==> src/rtl/ecpri_tg_pkg.sv <==
package ecpri_tg_pkg;

    localparam int unsigned LANES = 8;
    localparam logic [7:0] MT_IQ  = 8'd0;
    localparam logic [7:0] MT_RTC = 8'd2;
    localparam logic [7:0] HDR_B0 = 8'h10;

    typedef enum logic [1:0] {
        GS_IDLE = 2'd0,
        GS_SEND = 2'd1,
        GS_GAP  = 2'd2
    } gen_state_e;

    typedef struct packed {
        logic [7:0]  mtype;
        logic [15:0] plen;
    } profile_t;

    function automatic profile_t pick_profile(input logic iq, input logic [15:0] rtc_len,
                                              input logic [15:0] iq_len);
        profile_t p;
        p.mtype = iq ? MT_IQ : MT_RTC;
        p.plen  = iq ? iq_len : rtc_len;
        return p;
    endfunction

    function automatic logic [7:0] msg_byte(input profile_t p, input logic [15:0] fid,
                                            input logic [15:0] seq, input logic [15:0] idx);
        logic [7:0] b;
        case (idx)
            16'd0:   b = HDR_B0;
            16'd1:   b = p.mtype;
            16'd2:   b = p.plen[15:8];
            16'd3:   b = p.plen[7:0];
            16'd4:   b = fid[15:8];
            16'd5:   b = fid[7:0];
            16'd6:   b = seq[15:8];
            16'd7:   b = seq[7:0];
            default: b = seq[7:0] + idx[7:0] - 8'd8;
        endcase
        return b;
    endfunction

    function automatic logic [63:0] make_beat(input profile_t p, input logic [15:0] fid,
                                              input logic [15:0] seq, input logic [7:0] bidx);
        logic [63:0] d;
        logic [15:0] pos;
        logic [15:0] total;
        total = p.plen + 16'd8;
        d = '0;
        for (int l = 0; l < LANES; l++) begin
            pos = {5'd0, bidx, 3'd0} + 16'(l);
            d[63-8*l -: 8] = (pos < total) ? msg_byte(p, fid, seq, pos) : 8'h00;
        end
        return d;
    endfunction

    function automatic logic [7:0] last_beat(input profile_t p);
        logic [15:0] t;
        t = ((p.plen + 16'd15) >> 3) - 16'd1;
        return t[7:0];
    endfunction

    function automatic logic [2:0] empty_of(input profile_t p);
        logic [15:0] t;
        logic [3:0]  e;
        t = p.plen + 16'd8;
        e = 4'd8 - {1'b0, t[2:0]};
        return e[2:0];
    endfunction

endpackage

==> src/rtl/ecpri_tg_regs.sv <==
module ecpri_tg_regs
    import ecpri_tg_pkg::*;
#(
    parameter int CNT_W = 32
) (
    input  logic             clk,
    input  logic             rst,
    input  logic             reg_wr,
    input  logic [2:0]       reg_addr,
    input  logic [15:0]      reg_wdata,
    output logic [31:0]      reg_rdata,
    output logic             start_p,
    output logic             stop_p,
    output logic             clr_err_p,
    output logic             cont_q,
    output logic             prof_q,
    output logic [15:0]      target_q,
    input  logic [CNT_W-1:0] tx_cnt,
    input  logic [CNT_W-1:0] good_cnt,
    input  logic [CNT_W-1:0] bad_cnt,
    input  logic             busy,
    input  logic             err_flag
);

    logic ctrl_wr;
    assign ctrl_wr   = reg_wr && (reg_addr == 3'd0);
    assign start_p   = ctrl_wr && reg_wdata[0] && !busy;
    assign stop_p    = ctrl_wr && reg_wdata[1];
    assign clr_err_p = ctrl_wr && reg_wdata[4];

    always_ff @(posedge clk) begin
        if (rst) begin
            cont_q   <= 1'b0;
            prof_q   <= 1'b0;
            target_q <= '0;
        end else begin
            if (ctrl_wr && !busy) begin
                cont_q <= reg_wdata[2];
                prof_q <= reg_wdata[3];
            end
            if (reg_wr && (reg_addr == 3'd1)) begin
                target_q <= reg_wdata;
            end
        end
    end

    always_comb begin
        case (reg_addr)
            3'd0:    reg_rdata = {28'd0, prof_q, cont_q, 2'b00};
            3'd1:    reg_rdata = {16'd0, target_q};
            3'd2:    reg_rdata = 32'(tx_cnt);
            3'd3:    reg_rdata = 32'(good_cnt);
            3'd4:    reg_rdata = 32'(bad_cnt);
            3'd5:    reg_rdata = {30'd0, err_flag, busy};
            default: reg_rdata = 32'd0;
        endcase
    end

    AST_MODE_FROZEN: assert property (@(posedge clk) disable iff (rst)
        busy |=> ($stable(cont_q) && $stable(prof_q)));

endmodule

==> src/rtl/ecpri_tg_gen.sv <==
module ecpri_tg_gen
    import ecpri_tg_pkg::*;
#(
    parameter int          GAP_CYCLES = 2,
    parameter logic [15:0] FLOW_ID    = 16'h5A01,
    parameter logic [15:0] RTC_BYTES  = 16'd72,
    parameter logic [15:0] IQ_BYTES   = 16'd240,
    parameter int          CNT_W      = 32
) (
    input  logic             clk,
    input  logic             rst,
    input  logic             start,
    input  logic             stop,
    input  logic             cont,
    input  logic             prof,
    input  logic [15:0]      target,
    input  logic             tx_ready,
    output logic             tx_valid,
    output logic             tx_sop,
    output logic             tx_eop,
    output logic [2:0]       tx_empty,
    output logic [63:0]      tx_data,
    output logic [CNT_W-1:0] tx_cnt,
    output logic             busy
);

    localparam int GAP_W = (GAP_CYCLES > 1) ? $clog2(GAP_CYCLES) : 1;

    gen_state_e       state;
    logic [7:0]       idx;
    logic [15:0]      seq;
    logic [15:0]      sent;
    logic             run;
    logic [GAP_W-1:0] gap_cnt;

    profile_t   prof_cfg;
    logic [7:0] last;
    logic       fire;
    logic       at_end;
    logic       run_keep;
    logic       more_now;
    logic       more_end;
    logic       gap_en;

    generate
        if (GAP_CYCLES > 0) begin : g_gap
            assign gap_en = prof;
        end else begin : g_nogap
            assign gap_en = 1'b0;
        end
    endgenerate

    assign prof_cfg = pick_profile(prof, RTC_BYTES, IQ_BYTES);
    assign last     = last_beat(prof_cfg);
    assign tx_valid = (state == GS_SEND);
    assign tx_sop   = tx_valid && (idx == 8'd0);
    assign tx_eop   = tx_valid && (idx == last);
    assign tx_empty = tx_eop ? empty_of(prof_cfg) : 3'd0;
    assign tx_data  = make_beat(prof_cfg, FLOW_ID, seq, idx);
    assign fire     = tx_valid && tx_ready;
    assign at_end   = fire && (idx == last);
    assign run_keep = run && !stop;
    assign more_now = run_keep && (cont || (sent < target));
    assign more_end = run_keep && (cont || ((sent + 16'd1) < target));
    assign busy     = run || (state != GS_IDLE);

    always_ff @(posedge clk) begin
        if (rst) begin
            state   <= GS_IDLE;
            idx     <= '0;
            seq     <= '0;
            sent    <= '0;
            run     <= 1'b0;
            gap_cnt <= '0;
            tx_cnt  <= '0;
        end else begin
            if (stop) begin
                run <= 1'b0;
            end
            case (state)
                GS_IDLE: begin
                    if (start && !run) begin
                        run    <= 1'b1;
                        sent   <= '0;
                        seq    <= '0;
                        tx_cnt <= '0;
                    end else if (more_now) begin
                        state <= GS_SEND;
                        idx   <= '0;
                    end else if (run) begin
                        run <= 1'b0;
                    end
                end
                GS_SEND: begin
                    if (fire) begin
                        if (at_end) begin
                            idx    <= '0;
                            seq    <= seq + 16'd1;
                            sent   <= sent + 16'd1;
                            tx_cnt <= tx_cnt + 1'b1;
                            if (gap_en) begin
                                state   <= GS_GAP;
                                gap_cnt <= '0;
                            end else if (!more_end) begin
                                state <= GS_IDLE;
                            end
                        end else begin
                            idx <= idx + 8'd1;
                        end
                    end
                end
                GS_GAP: begin
                    if (gap_cnt == GAP_W'(GAP_CYCLES - 1)) begin
                        state <= more_now ? GS_SEND : GS_IDLE;
                        idx   <= '0;
                    end else begin
                        gap_cnt <= gap_cnt + 1'b1;
                    end
                end
                default: state <= GS_IDLE;
            endcase
        end
    end

    AST_HOLD_ON_STALL: assert property (@(posedge clk) disable iff (rst)
        (tx_valid && !tx_ready) |=> (tx_valid && $stable(tx_data) && $stable(tx_sop)
                                     && $stable(tx_eop) && $stable(tx_empty)));

    AST_BACK_TO_BACK: assert property (@(posedge clk) disable iff (rst)
        (fire && tx_eop && !prof && cont && run && !stop) |=> tx_valid);

    AST_GAP_AFTER_EOP: assert property (@(posedge clk) disable iff (rst)
        (fire && tx_eop && gap_en) |=> !tx_valid);

    AST_START_CLEARS: assert property (@(posedge clk) disable iff (rst)
        (start && !busy) |=> (tx_cnt == '0 && !tx_valid));

endmodule

==> src/rtl/ecpri_tg_chk.sv <==
module ecpri_tg_chk
    import ecpri_tg_pkg::*;
#(
    parameter logic [15:0] FLOW_ID   = 16'h5A01,
    parameter logic [15:0] RTC_BYTES = 16'd72,
    parameter logic [15:0] IQ_BYTES  = 16'd240,
    parameter int          CNT_W     = 32
) (
    input  logic             clk,
    input  logic             rst,
    input  logic             clear,
    input  logic             clr_err,
    input  logic             prof,
    input  logic             rx_valid,
    input  logic             rx_sop,
    input  logic             rx_eop,
    input  logic [2:0]       rx_empty,
    input  logic [63:0]      rx_data,
    output logic [CNT_W-1:0] good_cnt,
    output logic [CNT_W-1:0] bad_cnt,
    output logic             err_flag
);

    logic [7:0]  idx;
    logic [15:0] exp_seq;
    logic        bad_acc;

    profile_t    prof_cfg;
    logic [7:0]  last;
    logic [63:0] exp_data;
    logic        mism;
    logic        fin;
    logic        bad_now;

    assign prof_cfg = pick_profile(prof, RTC_BYTES, IQ_BYTES);
    assign last     = last_beat(prof_cfg);
    assign exp_data = make_beat(prof_cfg, FLOW_ID, exp_seq, idx);
    assign mism     = (rx_data != exp_data)
                    || (rx_sop != (idx == 8'd0))
                    || (rx_eop != (idx == last))
                    || (rx_eop && (rx_empty != empty_of(prof_cfg)));
    assign fin      = rx_eop || (idx == last);
    assign bad_now  = bad_acc || mism;

    always_ff @(posedge clk) begin
        if (rst) begin
            idx      <= '0;
            exp_seq  <= '0;
            bad_acc  <= 1'b0;
            good_cnt <= '0;
            bad_cnt  <= '0;
            err_flag <= 1'b0;
        end else begin
            if (clear) begin
                idx      <= '0;
                exp_seq  <= '0;
                bad_acc  <= 1'b0;
                good_cnt <= '0;
                bad_cnt  <= '0;
            end else if (rx_valid) begin
                if (fin) begin
                    idx     <= '0;
                    exp_seq <= exp_seq + 16'd1;
                    bad_acc <= 1'b0;
                    if (bad_now) begin
                        bad_cnt <= bad_cnt + 1'b1;
                    end else begin
                        good_cnt <= good_cnt + 1'b1;
                    end
                end else begin
                    idx     <= idx + 8'd1;
                    bad_acc <= bad_now;
                end
            end
            if (clr_err) begin
                err_flag <= 1'b0;
            end
            if (!clear && rx_valid && fin && bad_now) begin
                err_flag <= 1'b1;
            end
        end
    end

    AST_ERR_STICKY: assert property (@(posedge clk) disable iff (rst)
        (err_flag && !clr_err) |=> err_flag);

    AST_GOOD_STEP: assert property (@(posedge clk) disable iff (rst)
        !clear |=> (good_cnt == $past(good_cnt) || good_cnt == $past(good_cnt) + 1'b1));

    AST_BAD_STEP: assert property (@(posedge clk) disable iff (rst)
        !clear |=> (bad_cnt == $past(bad_cnt) || bad_cnt == $past(bad_cnt) + 1'b1));

endmodule

==> src/rtl/ecpri_tgc.sv <==
module ecpri_tgc
    import ecpri_tg_pkg::*;
#(
    parameter int          GAP_CYCLES = 2,
    parameter logic [15:0] FLOW_ID    = 16'h5A01,
    parameter logic [15:0] RTC_BYTES  = 16'd72,
    parameter logic [15:0] IQ_BYTES   = 16'd240,
    parameter int          CNT_W      = 32
) (
    input  logic        clk,
    input  logic        rst,
    input  logic        reg_wr,
    input  logic [2:0]  reg_addr,
    input  logic [15:0] reg_wdata,
    output logic [31:0] reg_rdata,
    output logic        tx_valid,
    input  logic        tx_ready,
    output logic        tx_sop,
    output logic        tx_eop,
    output logic [2:0]  tx_empty,
    output logic [63:0] tx_data,
    input  logic        rx_valid,
    input  logic        rx_sop,
    input  logic        rx_eop,
    input  logic [2:0]  rx_empty,
    input  logic [63:0] rx_data
);

    logic             start_p;
    logic             stop_p;
    logic             clr_err_p;
    logic             cont_q;
    logic             prof_q;
    logic [15:0]      target_q;
    logic [CNT_W-1:0] tx_cnt;
    logic [CNT_W-1:0] good_cnt;
    logic [CNT_W-1:0] bad_cnt;
    logic             busy;
    logic             err_flag;

    ecpri_tg_regs #(.CNT_W(CNT_W)) u_regs (
        .clk       (clk),
        .rst       (rst),
        .reg_wr    (reg_wr),
        .reg_addr  (reg_addr),
        .reg_wdata (reg_wdata),
        .reg_rdata (reg_rdata),
        .start_p   (start_p),
        .stop_p    (stop_p),
        .clr_err_p (clr_err_p),
        .cont_q    (cont_q),
        .prof_q    (prof_q),
        .target_q  (target_q),
        .tx_cnt    (tx_cnt),
        .good_cnt  (good_cnt),
        .bad_cnt   (bad_cnt),
        .busy      (busy),
        .err_flag  (err_flag)
    );

    ecpri_tg_gen #(
        .GAP_CYCLES (GAP_CYCLES),
        .FLOW_ID    (FLOW_ID),
        .RTC_BYTES  (RTC_BYTES),
        .IQ_BYTES   (IQ_BYTES),
        .CNT_W      (CNT_W)
    ) u_gen (
        .clk      (clk),
        .rst      (rst),
        .start    (start_p),
        .stop     (stop_p),
        .cont     (cont_q),
        .prof     (prof_q),
        .target   (target_q),
        .tx_ready (tx_ready),
        .tx_valid (tx_valid),
        .tx_sop   (tx_sop),
        .tx_eop   (tx_eop),
        .tx_empty (tx_empty),
        .tx_data  (tx_data),
        .tx_cnt   (tx_cnt),
        .busy     (busy)
    );

    ecpri_tg_chk #(
        .FLOW_ID   (FLOW_ID),
        .RTC_BYTES (RTC_BYTES),
        .IQ_BYTES  (IQ_BYTES),
        .CNT_W     (CNT_W)
    ) u_chk (
        .clk      (clk),
        .rst      (rst),
        .clear    (start_p),
        .clr_err  (clr_err_p),
        .prof     (prof_q),
        .rx_valid (rx_valid),
        .rx_sop   (rx_sop),
        .rx_eop   (rx_eop),
        .rx_empty (rx_empty),
        .rx_data  (rx_data),
        .good_cnt (good_cnt),
        .bad_cnt  (bad_cnt),
        .err_flag (err_flag)
    );

endmodule

==> config.mk <==
export PLATFORM = sky130hd
export DESIGN_NAME = ecpri_tgc
export DESIGN_NICKNAME = d
export VERILOG_FILES = /design/src/rtl/ecpri_tg_pkg.sv /design/src/rtl/ecpri_tg_regs.sv /design/src/rtl/ecpri_tg_gen.sv /design/src/rtl/ecpri_tg_chk.sv /design/src/rtl/ecpri_tgc.sv
export SDC_FILE = /design/constraint.sdc
export NUM_CORES = 1
export LEC_CHECK = 0
export ABC_AREA = 1
export BUFFER_PORTS_ARGS = -buffer_cell sky130_fd_sc_hd__buf_2
export CAP_MARGIN = 10
export CORE_ASPECT_RATIO = 1.5
export CORE_MARGIN = 5
export CORE_UTILIZATION = 41
export CTS_CLUSTER_SIZE = 40
export DETAILED_ROUTE_END_ITERATION = 12
export GPL_TIMING_DRIVEN = 0
export MAX_ROUTING_LAYER = met4
export PLACE_DENSITY_LB_ADDON = 0.3
export SYNTH_ARGS = -nofsm -noshare
export SYNTH_HDL_FRONTEND = slang
export SYNTH_HIERARCHICAL = 1
export SYNTH_SLANG_ARGS = --single-unit
==> constraint.sdc <==
create_clock -name clk -period 4.74 [get_ports clk]
set_input_delay 0.237 -clock clk [delete_from_list [all_inputs] [get_ports clk]]
set_output_delay 0.237 -clock clk [all_outputs]
set_load 0.02 [all_outputs]
* Word-level counts from Yosys, hierarchy flattened *
Cells that the tools add are included.

storage, ports and cells
  register bits = 184
  input bits = 93
  output and inout bits = 102
  word-level logic and storage cells = 353

cells by class
  add/subtract/negate cells = 59
  order comparisons = 18
  equality and inequality tests = 119
  muxes and demuxes = 76
  bitwise logic cells = 1
  reductions and logical operators = 64

operator list
  operator                                                                 number
  16-bit by 3-bit equality test with 1-bit output (second input constant)  56
  8-bit case mux with 8 select lines                                       14
  16-bit by 2-bit equality test with 1-bit output (second input constant)  28
  16-bit logical NOT                                                       16
  16-bit less-than comparator                                              16
  16-bit by 1-bit equality test with 1-bit output (second input constant)  14
  8-bit 2-to-1 mux                                                         25
  32-bit case mux with 6 select lines                                      1
  8-bit adder                                                              16
  8-bit by 4-bit subtractor with 8-bit output (second input constant)      16
  11-bit by 3-bit adder with 12-bit output (second input constant)         8
  32-bit by 1-bit adder with 32-bit output (second input constant)         3
  32-bit 2-to-1 mux                                                        3
  16-bit 2-to-1 mux                                                        5
  64-bit inequality test                                                   1
  16-bit case mux with 2 select lines                                      2
  32-bit case mux with 2 select lines                                      1
  11-bit by 2-bit adder with 12-bit output (second input constant)         4
  16-bit by 1-bit adder with 16-bit output (second input constant)         3
  11-bit by 16-bit less-than comparator with 1-bit output                  2
  11-bit by 1-bit adder with 12-bit output (second input constant)         2
  8-bit case mux with 3 select lines                                       1
  1-bit logical AND                                                        19
  16-bit by 4-bit adder with 16-bit output (second input constant)         1
  35 further kinds                                                         80

* Longest topological paths before layout *
  depth in word-level cells = 12
  gate-level depth with buffers = 26
  mapped depth without buffers = 24

* By module *
The synthesis kept the hierarchy.

modules (own cells, without submodules)
  module         instances  cells each  area an instance (um^2)  seq. area each (um^2)
  ecpri_tg_chk   1          1,509       8,643.3                  1,801.7
  ecpri_tg_gen   1          987         6,378.6                  1,521.5
  ecpri_tg_regs  1          308         1,572.8                  360.3

* Worst setup path after synthesis *
OpenSTA, ideal clock, no wires.

  kind = reg-to-reg
  from = reg u_chk.idx[1]
  to = reg u_chk.good_cnt[4]
  library setup time = 0.119 ns
  arrival = 3.224 ns
  data required time = 4.621 ns
  slack = 1.397 ns
  stages on the path, launching flop included = 20
  path buffers = 2
  period minus slack after synthesis = 3.343 ns
  cell sequence = dfxtp_1 inv_1 ha_1 inv_1 ha_1 clkinv_1 fa_1 clkbuf_1 nand2_1 xor2_1 o21ai_0 nand2_1 nand2_1 nor2_1 nand3_1 nor2_2 nand4_4 buf_2 nor3b_1 nor2_1

between the ends
  longest elaborated chain between the ends = 12
  elaborated cells between the ends (all ways) = 116
  those cells by class = add/sub (23); order compare (8); eq/ne (53); mux (16); bitwise (1); reduce/logical (15)

RTL lines
  what                                                              line                source
  start: declaration                                                ecpri_tg_chk.sv:24  logic [7:0] idx;
  start signal: assignment                                          ecpri_tg_chk.sv:71  idx <= idx + 8'd1;
  11-bit by 3-bit adder with 12-bit output (tied with other cells)  ecpri_tg_pkg.sv:52  pos = {5'd0, bidx, 3'd0} + 16'(l);
  8-bit adder                                                       ecpri_tg_pkg.sv:39  default: b = seq[7:0] + idx[7:0] - 8'd8;
  8-bit by 4-bit subtractor with 8-bit output                       ecpri_tg_pkg.sv:39
  8-bit case mux with 8 select lines                                ecpri_tg_pkg.sv:30  case (idx)
  8-bit 2-to-1 mux                                                  ecpri_tg_pkg.sv:53  d[63-8*l -: 8] = (pos < total) ? msg_byte(p, fid, seq, pos) : 8'h00;
  64-bit inequality test                                            ecpri_tg_chk.sv:38  assign mism = (rx_data != exp_data)
  1-bit logical OR                                                  ecpri_tg_chk.sv:39  || (rx_sop != (idx == 8'd0))
  1-bit logical OR                                                  ecpri_tg_chk.sv:40  || (rx_eop != (idx == last))
  1-bit logical OR                                                  ecpri_tg_chk.sv:41  || (rx_eop && (rx_empty != empty_of(prof_cfg)));
  1-bit logical OR                                                  ecpri_tg_chk.sv:43  assign bad_now = bad_acc || mism;
  1-bit inverter (no source line)                                   n/a
  3-bit AND reduction (no source line) (*)                          n/a
  end signal: assignment                                            ecpri_tg_chk.sv:68  good_cnt <= good_cnt + 1'b1;
  end: declaration                                                  ecpri_tg_chk.sv:19  output logic [CNT_W-1:0] good_cnt,

Every way passes the cells marked *; elsewhere a longest branch is shown, timed or not.
A chain may end at the register's enable or synchronous reset.

* Worst setup path after layout *
Same ends and word-level chain as after synthesis.

==> impl_metrics.json <==
{
  "timing.critical_path.to_type": "flip-flop",
  "p_clk_frac": 0.160,
  "wl_per_cell_um": 19.03,
  "cts_tree": "built",
  "dr_total_vias": 18994,
  "fp.coreArea_um2": 40090,
  "post_cts_resize_count": 0,
  "synthAdderAreaFrac": 0.07344,
  "detail_route.drc_violations": 0,
  "clkLatencyLatePin_ps": 460,
  "synth_sequential_area_ratio": 0.2220,
  "placed_cells_incl_taps": 3502,
  "gp_routability_congestion": 0.9940,
  "global_route_total_usage_across_every_layer": 0.2975,
  "floorplan.initialDensity": 0.4140,
  "firstDrtPassIters": 5,
  "run_status": "completed",
  "ioPinCount": 195,
  "post_route_cells_drive_above_1_share": 0.1163,
  "combinationalPowerShare": 0.649,
  "slew_viol_final": 0,
  "tritoncts_num_sinks": 184,
  "power.share.switching": 0.5497,
  "drt_first_iter_violations": 1354,
  "die_width_um": 174.3,
  "yosys_warnings": 6,
  "antenna_found_initial": 3,
  "finalHoldViolCount": 0,
  "timing.max_slew.rel_slack": 0.4307,
  "num_rows": 90,
  "gate_count_after_technology_mapping": 2804,
  "required_ps": 5080,
  "layout.cells.most_common_list": "sky130_fd_sc_hd__nand2_1, sky130_fd_sc_hd__nor2_1, sky130_fd_sc_hd__inv_1, sky130_fd_sc_hd__nand3_1, sky130_fd_sc_hd__buf_2",
  "arrival_ps": 4790,
  "static-leakage-power_nw": 8.798,
  "leading_cell_type_in_the_layout_fill_and_taps_excluded": "sky130_fd_sc_hd__nand2_1",
  "dpl_worst_slack_ps": 50.68,
  "area_growth_syn_to_layout_pct": 12.97,
  "numCtsBuffers": 17,
  "ctsHoldBuffers": 0,
  "path_clk_slew_ps": 80,
  "maxClockFrequency_ghz": 0.2245,
  "totalNegativeSetupSlack_ps": 0,
  "post_synth_num_cell_types": 55,
  "flops_latches_synth": 184,
  "io_buffers": 190,
  "synth_enable_flop_cells": 0,
  "final_hpwl_dp_mm": 56.28,
  "global_route.overflow_total": 0,
  "rsz0062_at_grt": "no",
  "final.setup.worst_slack_ps": 285.1,
  "setup_viol": 0,
  "p_int_mw": 3.954,
  "pwr-share-seq": 0.191,
  "final_min_period_over_clock_period": 0.9399,
  "worst-path-max-fanout": 10,
  "h_tree_levels": 4,
  "start_kind": "flip-flop",
  "synth-simple-area-share": 0.4396,
  "net_switching_power_of_the_design_mw": 4.828,
  "final_period_minus_worst_setup_slack_ps": 4455,
  "largest_net_degree_at_the_start_of_global_routing": 19,
  "worstHoldPathType": "in -> reg",
  "critical_setup_path_kind": "reg -> reg",
  "global_route_wire_length_before_repair_mm": 101.3,
  "dominantRegCellSynth": "sky130_fd_sc_hd__dfxtp_1",
  "post_synth_mux_area_share": 0,
  "syn_area_per_cell_um2": 5.918,
  "dieArea_um2": 44680,
  "max_cap_viol_count": 0,
  "clk_path_buf_depth": 2,
  "final.setup_skew_ps": 11.88,
  "synthesis.area_um2": 16590,
  "max-vdd-ir-drop_mv": 0.4125,
  "chipHeight_um": 256.4,
  "layoutNonFillerInstCount": 3536,
  "cts_root_buffer": "sky130_fd_sc_hd__clkbuf_16",
  "detail-route-antenna-nets": 0,
  "asyncSetResetFlopFracSynth": 0,
  "buffer_count_from_post_cts_setup_fixing": 0,
  "num-fill-cells": 4313,
  "fin_util": 0.4676,
  "synth_top_family_by_area": "simple AND/OR/NAND/NOR gates",
  "grt_pass1_vias": 18431,
  "power_per_cell_area_nw_per_um2": 468.5,
  "synth_compound_area_frac": 0.1038,
  "routed_via_density": 5.372,
  "post_synth_xor_area_fraction": 0.04743,
  "fin_nets": 3199,
  "least_margin_pin_slew_ps": 852.1,
  "detail_route.wirelength_mm": 67.29
}
==> cells by family after synthesis <==
family | Yosys count
xor gates and xnor gates | 89
buffers and inverters | 460
adders and majority gates | 92
AOI/OAI and AO/OA | 312
DFF | 184
other | 1
and+or+nand+nor | 1666
==> worst max-delay path, stage by stage (launching register included) <==
cell	delay, ps
sky130_fd_sc_hd__dfxtp_1	430
sky130_fd_sc_hd__inv_1	120
sky130_fd_sc_hd__ha_1	340
sky130_fd_sc_hd__inv_1	100
sky130_fd_sc_hd__ha_1	180
sky130_fd_sc_hd__clkinv_1	250
sky130_fd_sc_hd__fa_1	510
sky130_fd_sc_hd__clkbuf_1	230
sky130_fd_sc_hd__nand3_1	130
sky130_fd_sc_hd__inv_1	50
sky130_fd_sc_hd__nor2_1	220
sky130_fd_sc_hd__nor2_1	100
sky130_fd_sc_hd__nand2_1	90
sky130_fd_sc_hd__nand3_1	80
sky130_fd_sc_hd__nor2_1	230
sky130_fd_sc_hd__nand3_1	150
sky130_fd_sc_hd__nor2_2	290
sky130_fd_sc_hd__nand4_4	260
sky130_fd_sc_hd__buf_2	280
sky130_fd_sc_hd__nor3b_1	220
sky130_fd_sc_hd__nor2_1	70
==> final timing paths <==
kind | from | end | slack (ps) | cells after the start
setup / recovery | u_chk/idx[1]$_SDFFE_PP0P_ | u_chk/good_cnt[4]$_SDFFE_PP0P_ | 290 | 20
hold / removal | reg_wdata[3] | u_regs/prof_q$_SDFFE_PP0P_ | 70 | 3
setup reg to reg | u_chk/idx[1]$_SDFFE_PP0P_ | u_chk/good_cnt[4]$_SDFFE_PP0P_ | 290 | 20
hold reg to reg | u_chk/err_flag$_SDFFE_PP0P_ | u_chk/err_flag$_SDFFE_PP0P_ | 480 | 2
==> registers in the layout, summed over array words and instances, names as in the netlist, 2 cells and up <==
signal / flops
u_gen/idx: 8
u_gen/sent: 16
u_regs/target_q: 16
u_gen/tx_cnt: 32
u_chk/idx: 8
u_chk/bad_cnt: 32
u_chk/exp_seq: 16
u_gen/seq: 16
u_chk/good_cnt: 32
u_gen/state: 2
==> final cells by class <==
cell class / instances / area, µm² / area share
well taps: 506 / 633.1 / 0.03377
flip-flops and latches: 184 / 3685 / 0.1966
repair buffers: 190 / 950.9 / 0.05072
multi-input cells: 2162 / 11040 / 0.5887
clock buffers: 17 / 425.4 / 0.02269
plain buffers: 84 / 471.7 / 0.02516
inverters: 375 / 1408 / 0.07509
diodes: 3 / 7.507 / 0.0004005
clock inverters: 15 / 130.1 / 0.006941
==> power by group through the flow <==
stage / registers (mW) / clock network (mW) / logic, mW
after floorplan: 1.69 / 0 / 3.70
after global placement: 1.71 / 0 / 5.65
after detailed placement: 1.71 / 0 / 5.66
after CTS: 1.67 / 1.42 / 5.67
after global routing: 1.69 / 1.49 / 6.12
final: 1.68 / 1.40 / 5.70
==> per-layer routing <==
metal  part of all wire  track usage  up-vias
met3              0.044      0.03286      214
met1               0.33       0.2674     8675
met2               0.54       0.5705      703
met4              0.081       0.2107        0
met5                  0            -        -
li1                   -            -     9402
==> synth_stat cells, types with 13 or more instances <==
cell type / number / area [µm²]
sky130_fd_sc_hd__o21ai_0: 87 / 435.4
sky130_fd_sc_hd__ha_1: 83 / 1039
sky130_fd_sc_hd__xor2_1: 67 / 586.8
sky130_fd_sc_hd__nor2_1: 395 / 1483
sky130_fd_sc_hd__nand4_1: 79 / 494.2
sky130_fd_sc_hd__nor2_2: 19 / 118.9
sky130_fd_sc_hd__nand2_1: 786 / 2950
sky130_fd_sc_hd__clkbuf_1: 35 / 131.4
sky130_fd_sc_hd__nor3_1: 61 / 305.3
sky130_fd_sc_hd__buf_6: 13 / 146.4
sky130_fd_sc_hd__nand3b_1: 21 / 157.7
sky130_fd_sc_hd__inv_2: 13 / 48.80
sky130_fd_sc_hd__dfxtp_1: 184 / 3684
sky130_fd_sc_hd__nor2_4: 15 / 168.9
sky130_fd_sc_hd__buf_2: 23 / 115.1
sky130_fd_sc_hd__xnor2_1: 21 / 183.9
sky130_fd_sc_hd__a211oi_1: 15 / 112.6
sky130_fd_sc_hd__nand3_1: 244 / 1221
sky130_fd_sc_hd__a21oi_1: 161 / 805.8
sky130_fd_sc_hd__inv_1: 354 / 1329
==> per-stage QoR <==
step | hold slack [ps] | power (mW) | instance area [µm²]
6_report | 67.40 | 8.782 | 18750
5_1_grt | 69.17 | 9.293 | 18750
4_1_cts | 50.92 | 8.770 | 18740
3_5_place_dp | 465.1 | 7.366 | 18190
3_3_place_gp | 463.8 | 7.363 | 18190
2_1_floorplan | 315.5 | 5.390 | 16600
(Power assumes the default switching activity.)
